[config.mk]
export PLATFORM = sky130hd
export DESIGN_NAME = i2c_ptr_target
export DESIGN_NICKNAME = d
export VERILOG_FILES = /design/src/rtl/i2c_tgt_pkg.sv /design/src/rtl/i2c_sync.sv /design/src/rtl/i2c_cond_det.sv /design/src/rtl/i2c_tgt_engine.sv /design/src/rtl/i2c_ptr_target.sv
export SDC_FILE = /design/constraint.sdc
export NUM_CORES = 1
export LEC_CHECK = 0
export ABC_CLOCK_PERIOD_IN_PS = 3720
export BUFFER_PORTS_ARGS = -buffer_cell sky130_fd_sc_hd__buf_2
export CAP_MARGIN = 10
export CORE_AREA = 2 2 86 88
export CTS_BUF_LIST = sky130_fd_sc_hd__clkbuf_8
export DETAILED_ROUTE_END_ITERATION = 6
export DIE_AREA = 0 0 88 90
export SYNTH_ARGS = -nofsm -noshare
export SYNTH_HDL_FRONTEND = slang
export SYNTH_SLANG_ARGS = --single-unit
[constraint.sdc]
create_clock -name clk -period 3.72 [get_ports clk]
set_input_delay 0.372 -clock clk [delete_from_list [all_inputs] [get_ports clk]]
set_output_delay 0.372 -clock clk [all_outputs]
set_load 0.02 [all_outputs]
[src/rtl/i2c_tgt_pkg.sv]
package i2c_tgt_pkg;
   localparam int BYTE_W = 8;

   typedef enum logic [3:0] {
      ST_IDLE,
      ST_DEV,
      ST_DEV_ACK,
      ST_REG,
      ST_REG_ACK,
      ST_WR,
      ST_WR_ACK,
      ST_RD,
      ST_RD_ACK,
      ST_HOLD
   } tgt_state_e;
endpackage

[src/rtl/i2c_sync.sv]
module i2c_sync #(
   parameter int STAGES = 2,
   parameter int WIDTH  = 2
) (
   input  logic             clk,
   input  logic             rst_n,
   input  logic [WIDTH-1:0] d,
   output logic [WIDTH-1:0] q
);
   if (STAGES < 2) begin : g_bad_stages
      $error("i2c_sync: STAGES must be at least 2");
   end

   logic [WIDTH-1:0] chain [STAGES];

   always_ff @(posedge clk or negedge rst_n) begin
      if (!rst_n) chain[0] <= '1;
      else        chain[0] <= d;
   end

   for (genvar i = 1; i < STAGES; i++) begin : g_stage
      always_ff @(posedge clk or negedge rst_n) begin
         if (!rst_n) chain[i] <= '1;
         else        chain[i] <= chain[i-1];
      end
   end

   assign q = chain[STAGES-1];
endmodule

[src/rtl/i2c_cond_det.sv]
module i2c_cond_det (
   input  logic clk,
   input  logic rst_n,
   input  logic scl_s,
   input  logic sda_s,
   output logic scl_rise,
   output logic scl_fall,
   output logic start_evt,
   output logic stop_evt
);
   logic scl_q, sda_q;

   always_ff @(posedge clk or negedge rst_n) begin
      if (!rst_n) begin
         scl_q <= 1'b1;
         sda_q <= 1'b1;
      end else begin
         scl_q <= scl_s;
         sda_q <= sda_s;
      end
   end

   assign scl_rise  = scl_s & ~scl_q;
   assign scl_fall  = ~scl_s & scl_q;
   assign start_evt = scl_s & scl_q & sda_q & ~sda_s;
   assign stop_evt  = scl_s & scl_q & ~sda_q & sda_s;
endmodule

[src/rtl/i2c_tgt_engine.sv]
module i2c_tgt_engine
   import i2c_tgt_pkg::*;
#(
   parameter logic [6:0] DEV_ADDR = 7'h5C,
   parameter int         PTR_W    = 8
) (
   input  logic              clk,
   input  logic              rst_n,
   input  logic              scl_rise,
   input  logic              scl_fall,
   input  logic              start_evt,
   input  logic              stop_evt,
   input  logic              sda_s,
   input  logic [BYTE_W-1:0] reg_rdata,
   output logic              sda_oe,
   output logic [PTR_W-1:0]  ptr,
   output logic              ptr_load,
   output logic              reg_we,
   output logic [BYTE_W-1:0] reg_wdata
);
   localparam int CNT_W = $clog2(BYTE_W + 1);
   localparam logic [CNT_W-1:0] FULL = CNT_W'(BYTE_W);
   localparam logic [CNT_W-1:0] ONE  = CNT_W'(1);

   if (PTR_W < 1 || PTR_W > BYTE_W) begin : g_bad_ptr
      $error("i2c_tgt_engine: PTR_W must be 1..8");
   end

   tgt_state_e        st;
   logic [BYTE_W-1:0] sh;
   logic [CNT_W-1:0]  bitc;
   logic              rw_q;
   logic              rx_state;

   assign rx_state = (st == ST_DEV) || (st == ST_REG) || (st == ST_WR);

   always_ff @(posedge clk or negedge rst_n) begin
      if (!rst_n) begin
         st        <= ST_IDLE;
         sh        <= '0;
         bitc      <= '0;
         rw_q      <= 1'b0;
         sda_oe    <= 1'b0;
         ptr       <= '0;
         ptr_load  <= 1'b0;
         reg_we    <= 1'b0;
         reg_wdata <= '0;
      end else begin
         reg_we   <= 1'b0;
         ptr_load <= 1'b0;
         if (start_evt) begin
            st     <= ST_DEV;
            bitc   <= '0;
            sda_oe <= 1'b0;
         end else if (stop_evt) begin
            st     <= ST_IDLE;
            sda_oe <= 1'b0;
         end else if (rx_state && scl_rise && bitc != FULL) begin
            sh   <= {sh[BYTE_W-2:0], sda_s};
            bitc <= bitc + ONE;
         end else if (rx_state && scl_fall && bitc == FULL) begin
            bitc <= '0;
            case (st)
               ST_DEV: begin
                  if (sh[BYTE_W-1:1] == DEV_ADDR) begin
                     st     <= ST_DEV_ACK;
                     sda_oe <= 1'b1;
                     rw_q   <= sh[0];
                  end else begin
                     st <= ST_HOLD;
                  end
               end
               ST_REG: begin
                  ptr      <= sh[PTR_W-1:0];
                  ptr_load <= 1'b1;
                  st       <= ST_REG_ACK;
                  sda_oe   <= 1'b1;
               end
               default: begin
                  reg_we    <= 1'b1;
                  reg_wdata <= sh;
                  st        <= ST_WR_ACK;
                  sda_oe    <= 1'b1;
               end
            endcase
         end else begin
            case (st)
               ST_DEV_ACK: if (scl_fall) begin
                  if (rw_q) begin
                     st     <= ST_RD;
                     sh     <= reg_rdata;
                     sda_oe <= ~reg_rdata[BYTE_W-1];
                     bitc   <= ONE;
                  end else begin
                     st     <= ST_REG;
                     sda_oe <= 1'b0;
                     bitc   <= '0;
                  end
               end
               ST_REG_ACK: if (scl_fall) begin
                  st     <= ST_WR;
                  sda_oe <= 1'b0;
                  bitc   <= '0;
               end
               ST_WR_ACK: begin
                  if (scl_rise) ptr <= ptr + 1'b1;
                  if (scl_fall) begin
                     st     <= ST_WR;
                     sda_oe <= 1'b0;
                     bitc   <= '0;
                  end
               end
               ST_RD: if (scl_fall) begin
                  if (bitc == FULL) begin
                     st     <= ST_RD_ACK;
                     sda_oe <= 1'b0;
                  end else begin
                     sda_oe <= ~sh[BYTE_W-2];
                     sh     <= {sh[BYTE_W-2:0], 1'b0};
                     bitc   <= bitc + ONE;
                  end
               end
               ST_RD_ACK: begin
                  if (scl_rise) begin
                     ptr  <= ptr + 1'b1;
                     rw_q <= ~sda_s;
                  end
                  if (scl_fall) begin
                     if (rw_q) begin
                        st     <= ST_RD;
                        sh     <= reg_rdata;
                        sda_oe <= ~reg_rdata[BYTE_W-1];
                        bitc   <= ONE;
                     end else begin
                        st <= ST_HOLD;
                     end
                  end
               end
               default: ;
            endcase
         end
      end
   end
endmodule

[src/rtl/i2c_ptr_target.sv]
module i2c_ptr_target #(
   parameter logic [6:0] DEV_ADDR    = 7'h5C,
   parameter int         PTR_W       = 8,
   parameter int         SYNC_STAGES = 2
) (
   input  logic             clk,
   input  logic             rst_n,
   input  logic             scl_i,
   input  logic             sda_i,
   output logic             sda_oe,
   output logic [PTR_W-1:0] reg_addr,
   input  logic [7:0]       reg_rdata,
   output logic             reg_we,
   output logic [7:0]       reg_wdata
);
   logic [1:0] bus_s;
   logic       scl_rise, scl_fall, start_evt, stop_evt, ptr_load;

   i2c_sync #(.STAGES(SYNC_STAGES), .WIDTH(2)) sync_i (
      .clk(clk), .rst_n(rst_n), .d({scl_i, sda_i}), .q(bus_s)
   );

   i2c_cond_det det_i (
      .clk(clk), .rst_n(rst_n), .scl_s(bus_s[1]), .sda_s(bus_s[0]),
      .scl_rise(scl_rise), .scl_fall(scl_fall),
      .start_evt(start_evt), .stop_evt(stop_evt)
   );

   i2c_tgt_engine #(.DEV_ADDR(DEV_ADDR), .PTR_W(PTR_W)) eng_i (
      .clk(clk), .rst_n(rst_n),
      .scl_rise(scl_rise), .scl_fall(scl_fall),
      .start_evt(start_evt), .stop_evt(stop_evt),
      .sda_s(bus_s[0]), .reg_rdata(reg_rdata),
      .sda_oe(sda_oe), .ptr(reg_addr), .ptr_load(ptr_load),
      .reg_we(reg_we), .reg_wdata(reg_wdata)
   );
endmodule

## After elaboration in Yosys (flattened, before gate mapping)

Index checks and enable logic that the tools add are counted.

- Register bits: 41
- Input bits: 12
- Output and inout port bits: 18
- Word-level logic and storage cells: 149

- Add/subtract/negate cells: 2
- Eq/ne operators: 34
- Multiplexer cells: 61
- Bitwise logic cells: 17
- Reduce and logical (&&, ||, !) cells: 23

Operator list:

| kind | count |
|---|---|
| 2-to-1 mux 4 bit | 21 |
| 2-to-1 mux 8 bit | 10 |
| case mux 4 bit (4 select lines) | 2 |
| inequality test 5 x 3 -> 1 bit (second input constant) | 5 |
| 2-to-1 mux 1 bit | 24 |
| AND reduction 8 bit | 3 |
| inequality test 5 x 2 -> 1 bit (second input constant) | 4 |
| == test 4 x 3 -> 1 bit (second input constant) | 4 |
| case mux 8 bit (2 select lines) | 1 |
| AND reduction 7 bit | 2 |
| nonzero test 7 bit | 2 |
| inequality test 5 x 1 -> 1 bit (second input constant) | 2 |
| inverter 1 bit | 10 |
| inequality test 3 x 1 -> 1 bit (second input constant) | 3 |
| adder 8 x 1 -> 8 bit (second input constant) | 1 |
| == test 4 x 2 -> 1 bit (second input constant) | 2 |
| == test 4 bit (second input constant) | 2 |
| inequality test 2 x 1 -> 1 bit (second input constant) | 4 |
| case mux 4 bit (2 select lines) | 1 |
| OR reduction 2 bit | 4 |
| bitwise AND 1 bit | 7 |
| == test 7 bit (second input constant) | 1 |
| AND reduction 6 bit | 1 |
| nonzero test 2 bit | 3 |
| 14 further kinds | 18 |

## Depth between registers and ports, before layout

- Depth in word-level cells: 9
- Depth in mapped cells: 9
- Mapped depth without buffers: 8

## Cells and area by module

A second synthesis with hierarchy kept.

- Cells, all modules: 247
- Area, all modules: 2529.9 um^2

By module, submodules not included:

| module | instances | cells an instance | area an instance (um^2) | sequential area each (um^2) |
|---|---|---|---|---|
| i2c_tgt_engine | 1 | 235 | 2324.7 | 900.9 |
| i2c_sync | 1 | 6 | 120.1 | 105.1 |
| i2c_cond_det | 1 | 6 | 85.1 | 52.6 |

## Worst setup path before layout

OpenSTA, ideal clock, no wires.

- Path type: flip-flop to flip-flop
- Start point: reg eng_i.bitc[0]
- End point: reg eng_i.bitc[3]
- Setup time: 0.077 ns
- Arrival: 1.880 ns
- Required time: 3.643 ns
- Slack: 1.762 ns
- Stages on the path, launching flop included: 9
- Buffers on the path: 0
- Period minus slack after synthesis: 1.958 ns
- Cells stage by stage: dfrtp_1 inv_1 ha_1 nand3b_4 o2bb2a_1 o221ai_2 a21oi_2 or3_1 a21oi_1

- Word-level cells in the longest chain between the ends: 8

Ends and longest elaborated chain:

| what | RTL line | text |
|---|---|---|
| start, declared | i2c_tgt_engine.sv:31 | `logic [CNT_W-1:0] bitc;` |
| start signal, assigned | i2c_tgt_engine.sv:60 | `bitc <= bitc + ONE;` |
| start signal, assigned | i2c_tgt_engine.sv:120 | `bitc <= bitc + ONE;` |
| adder 4 x 1 -> 4 bit | i2c_tgt_engine.sv:60, i2c_tgt_engine.sv:120 |  |
| 2-to-1 mux 4 bit | i2c_tgt_engine.sv:114 | `if (bitc == FULL) begin` |
| 2-to-1 mux 4 bit | i2c_tgt_engine.sv:113 | `ST_RD: if (scl_fall) begin` |
| case mux 4 bit (4 select lines) | i2c_tgt_engine.sv:87 | `case (st)` |
| 2-to-1 mux 4 bit | i2c_tgt_engine.sv:61 | `end else if (rx_state && scl_fall && bitc == FULL) begin` |
| 2-to-1 mux 4 bit | i2c_tgt_engine.sv:58 | `end else if (rx_state && scl_rise && bitc != FULL) begin` |
| 2-to-1 mux 4 bit | i2c_tgt_engine.sv:55 | `end else if (stop_evt) begin` |
| 2-to-1 mux 4 bit | i2c_tgt_engine.sv:51 | `if (start_evt) begin` |

Parallel ways exist; a longest one is shown, timed or not. The select of a mux whose other input is x is not followed.
A chain may end at the register's enable or synchronous reset.

## Worst setup path in the final report

- Start point: reg eng_i.bitc[0]
- End point: reg eng_i.st[0]

- Word-level cells in the longest chain between the ends: 6

Ends and longest elaborated chain:

| what | RTL line | text |
|---|---|---|
| == test 4 bit | i2c_tgt_engine.sv:61, i2c_tgt_engine.sv:114 |  |
| logical AND 1 bit | i2c_tgt_engine.sv:61 |  |
| 2-to-1 mux 4 bit | i2c_tgt_engine.sv:61 |  |
| 2-to-1 mux 4 bit | i2c_tgt_engine.sv:58 |  |
| 2-to-1 mux 4 bit | i2c_tgt_engine.sv:55 |  |
| 2-to-1 mux 4 bit | i2c_tgt_engine.sv:51 |  |
| end signal, assigned | i2c_tgt_engine.sv:52 | `st <= ST_DEV;` |
| end signal, assigned | i2c_tgt_engine.sv:56 | `st <= ST_IDLE;` |
| end signal, assigned | i2c_tgt_engine.sv:66 | `st <= ST_DEV_ACK;` |
| end, declared | i2c_tgt_engine.sv:29 | `tgt_state_e st;` |

Parallel ways exist; a longest one is shown, timed or not. The select of a mux whose other input is x is not followed.

==> impl_metrics.tcl <==
set metrics [dict create \
    placed_cell_area_mm2 0.00263 \
    arrival_ps 2550 \
    cp_max_fo 21 \
    worst_setup_path_end_kind "register" \
    leakage_nw 1.27 \
    skew_ps 8.38 \
    internal-power_mw 0.932 \
    start_util_pct 34.3 \
    ir_drop_uv 222 \
    p_switching_mw 0.624 \
    cp_data_required_time_ps 3900 \
    regArea_mm2 0.00103 \
    place_ws_ps 1350 \
    reg2reg_depth 8 \
    drtPass1Iterations 4 \
    setup_viol 0 \
    cts_sinks 41 \
    min_period_ps 2370 \
    die_area_mm2 0.00792 \
    setup_slack_ps 1350 \
    drtIter0Drc 137 \
    postCtsSetupRepairBufs 0 \
    numPortBuffers 29 \
    cts_tree "built" \
    syn_to_final_growth_pct 12.6 \
    seq_area_frac_synth_pct 42.9 \
    path_class "register to register" \
    worst_hold_slack_ps 162 \
    slew_violations 0 \
    groute.usage.overall_pct 14.7 \
    dp_hpwl_mm 3.99 \
    worst_pin_slew_ps 951 \
    fin_area_mm2 0.00271 \
    synth_flop_cell "dfrtp_1" \
    postSynthCellCount 254 \
    antenna_cells 0 \
    routed_wl_mm 5.54 \
    coreArea_mm2 0.00702 \
    fin_crit_sh_pct 63.6 \
    netSwitchingFraction_pct 40.1 \
    routedWlPerCell_um 14.5 \
    final_layout_size_suffix_gt1_share_pct 25.2 \
    finalNetCount 296 \
    clkTransAtPathRegs_ps 80 \
    yosys_warnings 0 \
    outcome "finished, final reports clean" \
    p_comb_share_pct 36.5 \
    ios 30 \
    routabilityCongestion 0.905 \
    whs_path_depth 1 \
    cts_max_path_buffers 2 \
    route.detailed.drc 0 \
    yosysUniqueCellTypes 57 \
    seqPwrFrac_pct 44.7 \
    setup-tns-final_ps 0 \
    clock_latency_ps 300 \
    syn_nets 269 \
    multi_input_area_mm2 0.00129 \
    h-tree-depth 2 \
    antenna_found_initial 0 \
    synth_area_mm2 0.00241 \
    cellPowerDensity_mw_per_mm2 574 \
    hold_viol 0 \
    root_buffer "clkbuf_8" \
    synth-edff-count 0 \
    grt_overflow 0 \
    grt_pass1_vias 1908 \
    grt_pass1_wl_mm 9.23 \
    pwr-share-clk_pct 18.8 \
    ant_nets 0 \
    startpoint_type "register" \
    via_per_inst 5.13 \
    relSlewSlack_pct 36.6 \
    hold_path_class "input port to register" \
    maxCapViolCount 0 \
    grt_max_degree 42 \
    async_reset_ff_share_pct 100 \
    fp-row-count 31 \
    numCtsBuffers 5 \
    syn_avg_cell_area_um2 9.49 \
    rsz0062_at_grt "no" \
    max_freq_mhz 422 \
    die-width_um 88 \
    ys_seq_elements 41 \
    finalPower_mw 1.56 \
    routed-via-count 1956 \
    cts-hold-fix-buffers 0 \
    n_fill_cell 703 \
    dieHeight_um 90 \
    cts_resized 0 \
]
-- power by group through the flow --
stage	Sequential (mW)	Combinational [mW]	Clock, mW
4_1_cts	0.691	0.569	0.306
2_1_floorplan	0.620	0.516	0
3_3_place_gp	0.696	0.564	0
6_report	0.696	0.568	0.293
5_1_grt	0.717	0.637	0.319
3_5_place_dp	0.699	0.567	0
-- critical path, stage by stage (launching register included) --
cell      delay, ps
dfrtp_1         440
inv_1            80
ha_1            190
nand3b_4        150
nor2_1          250
nand2_1         430
a21oi_1         340
o31ai_1         100
mux2_1          280
-- routing by layer --
layer	global-route usage, %	wire [um]
met3	3.67	338
met1	21.9	2650
met5	0	0
met4	6.03	121
met2	20.1	2430
-- state kept, by name, summed over array words and instances, names as in the netlist --
name,count
sync_i.chain,2
eng_i.reg_wdata,8
eng_i.rw_q,1
eng_i.bitc,4
det_i.sda_q,1
det_i.scl_q,1
eng_i.sh,8
eng_i.reg_we,1
eng_i.sda_oe,1
eng_i.ptr,8
eng_i.st,4
sync_i.q,2
-- placed cells by master, fill, tap and decap left out, types with 4 or more instances in the layout --
| master | count |
|---|---|
| nand4_1 | 4 |
| buf_2 | 29 |
| nor2_1 | 14 |
| nand3_1 | 11 |
| clkbuf_8 | 5 |
| nand2b_1 | 5 |
| mux2_2 | 5 |
| dfrtp_1 | 35 |
| nor3_1 | 7 |
| inv_1 | 7 |
| and3_1 | 5 |
| o21ai_1 | 5 |
| a21oi_1 | 17 |
| nand2_1 | 40 |
| dfstp_2 | 6 |
| o21ai_0 | 14 |
| mux2_4 | 7 |
| nor2b_1 | 5 |
-- kinds of logic after synthesis --
family / synth area share, %
AND/OR/NAND/NOR: 22.6
AO/OA/AOI/OAI: 19.2
flip-flops: 42.9
buffers and inverters: 3.69
multiplexers: 8.93
XOR/XNOR: 1.09
adder cells (fa/ha/maj): 1.56
-- cells in the mapped netlist (2+ instances only) --
cell type,n,area [um^2]
clkbuf_1,2,7.51
o31ai_1,2,15.0
ha_1,3,37.5
a22oi_1,2,15.0
or3_1,3,18.8
buf_2,5,25.0
nor2b_1,5,31.3
buf_4,2,15.0
dfrtp_1,35,876
a211oi_1,2,15.0
o21ai_1,5,25.0
o21ai_0,14,70.1
mux2_1,3,33.8
mux2_4,7,105
nor2_1,14,52.6
nand2b_1,5,31.3
and3_1,5,31.3
nor4b_2,2,30.0
o21a_1,2,15.0
nand2_1,40,150
o21ai_2,2,17.5
a31oi_1,3,18.8
xnor2_1,2,17.5
nor3_1,7,35.0
nand3_1,11,55.1
mux2i_1,2,20.0
nand4_1,4,25.0
inv_1,7,26.3
o2bb2ai_1,2,17.5
mux2_2,5,56.3
dfstp_2,6,158
a21oi_2,3,26.3
or2_2,2,12.5
a21oi_1,17,85.1
-- path summary, 6_finish.rpt --
check / slack [ps] / start / endpoint
min: 160 / sda_i / sync_i.chain[2]$_DFF_PN1_
max: 1350 / eng_i.bitc[0]$_DFFE_PN0P_ / eng_i.st[0]$_DFFE_PN0P_
max in group asynchronous: 2910 / rst_n / eng_i.sh[3]$_DFFE_PN0P_
min in group asynchronous: 210 / rst_n / eng_i.st[3]$_DFFE_PN0P_
min reg2reg: 360 / sync_i.chain[2]$_DFF_PN1_ / sync_i.q[0]$_DFF_PN1_
max reg2reg: 1350 / eng_i.bitc[0]$_DFFE_PN0P_ / eng_i.st[0]$_DFFE_PN0P_
-- through the flow --
stage               std cells  utilization (%)
floorplan                 254                -
detailed placement        373             37.4
finish                    381             38.7
global route              381             38.7
global placement          373             37.4
CTS                       381             38.7
-- area by class of cell --
class | instances | area share (%)
sequential | 41 | 38.1
inverter | 8 | 1.11
tap | 99 | 4.56
multi-input combinational | 195 | 47.4
clock inverter | 3 | 0.645
timing repair buffer | 30 | 5.62
clock buffer | 5 | 2.54
Note: power is estimated with default switching activity, not from simulation.
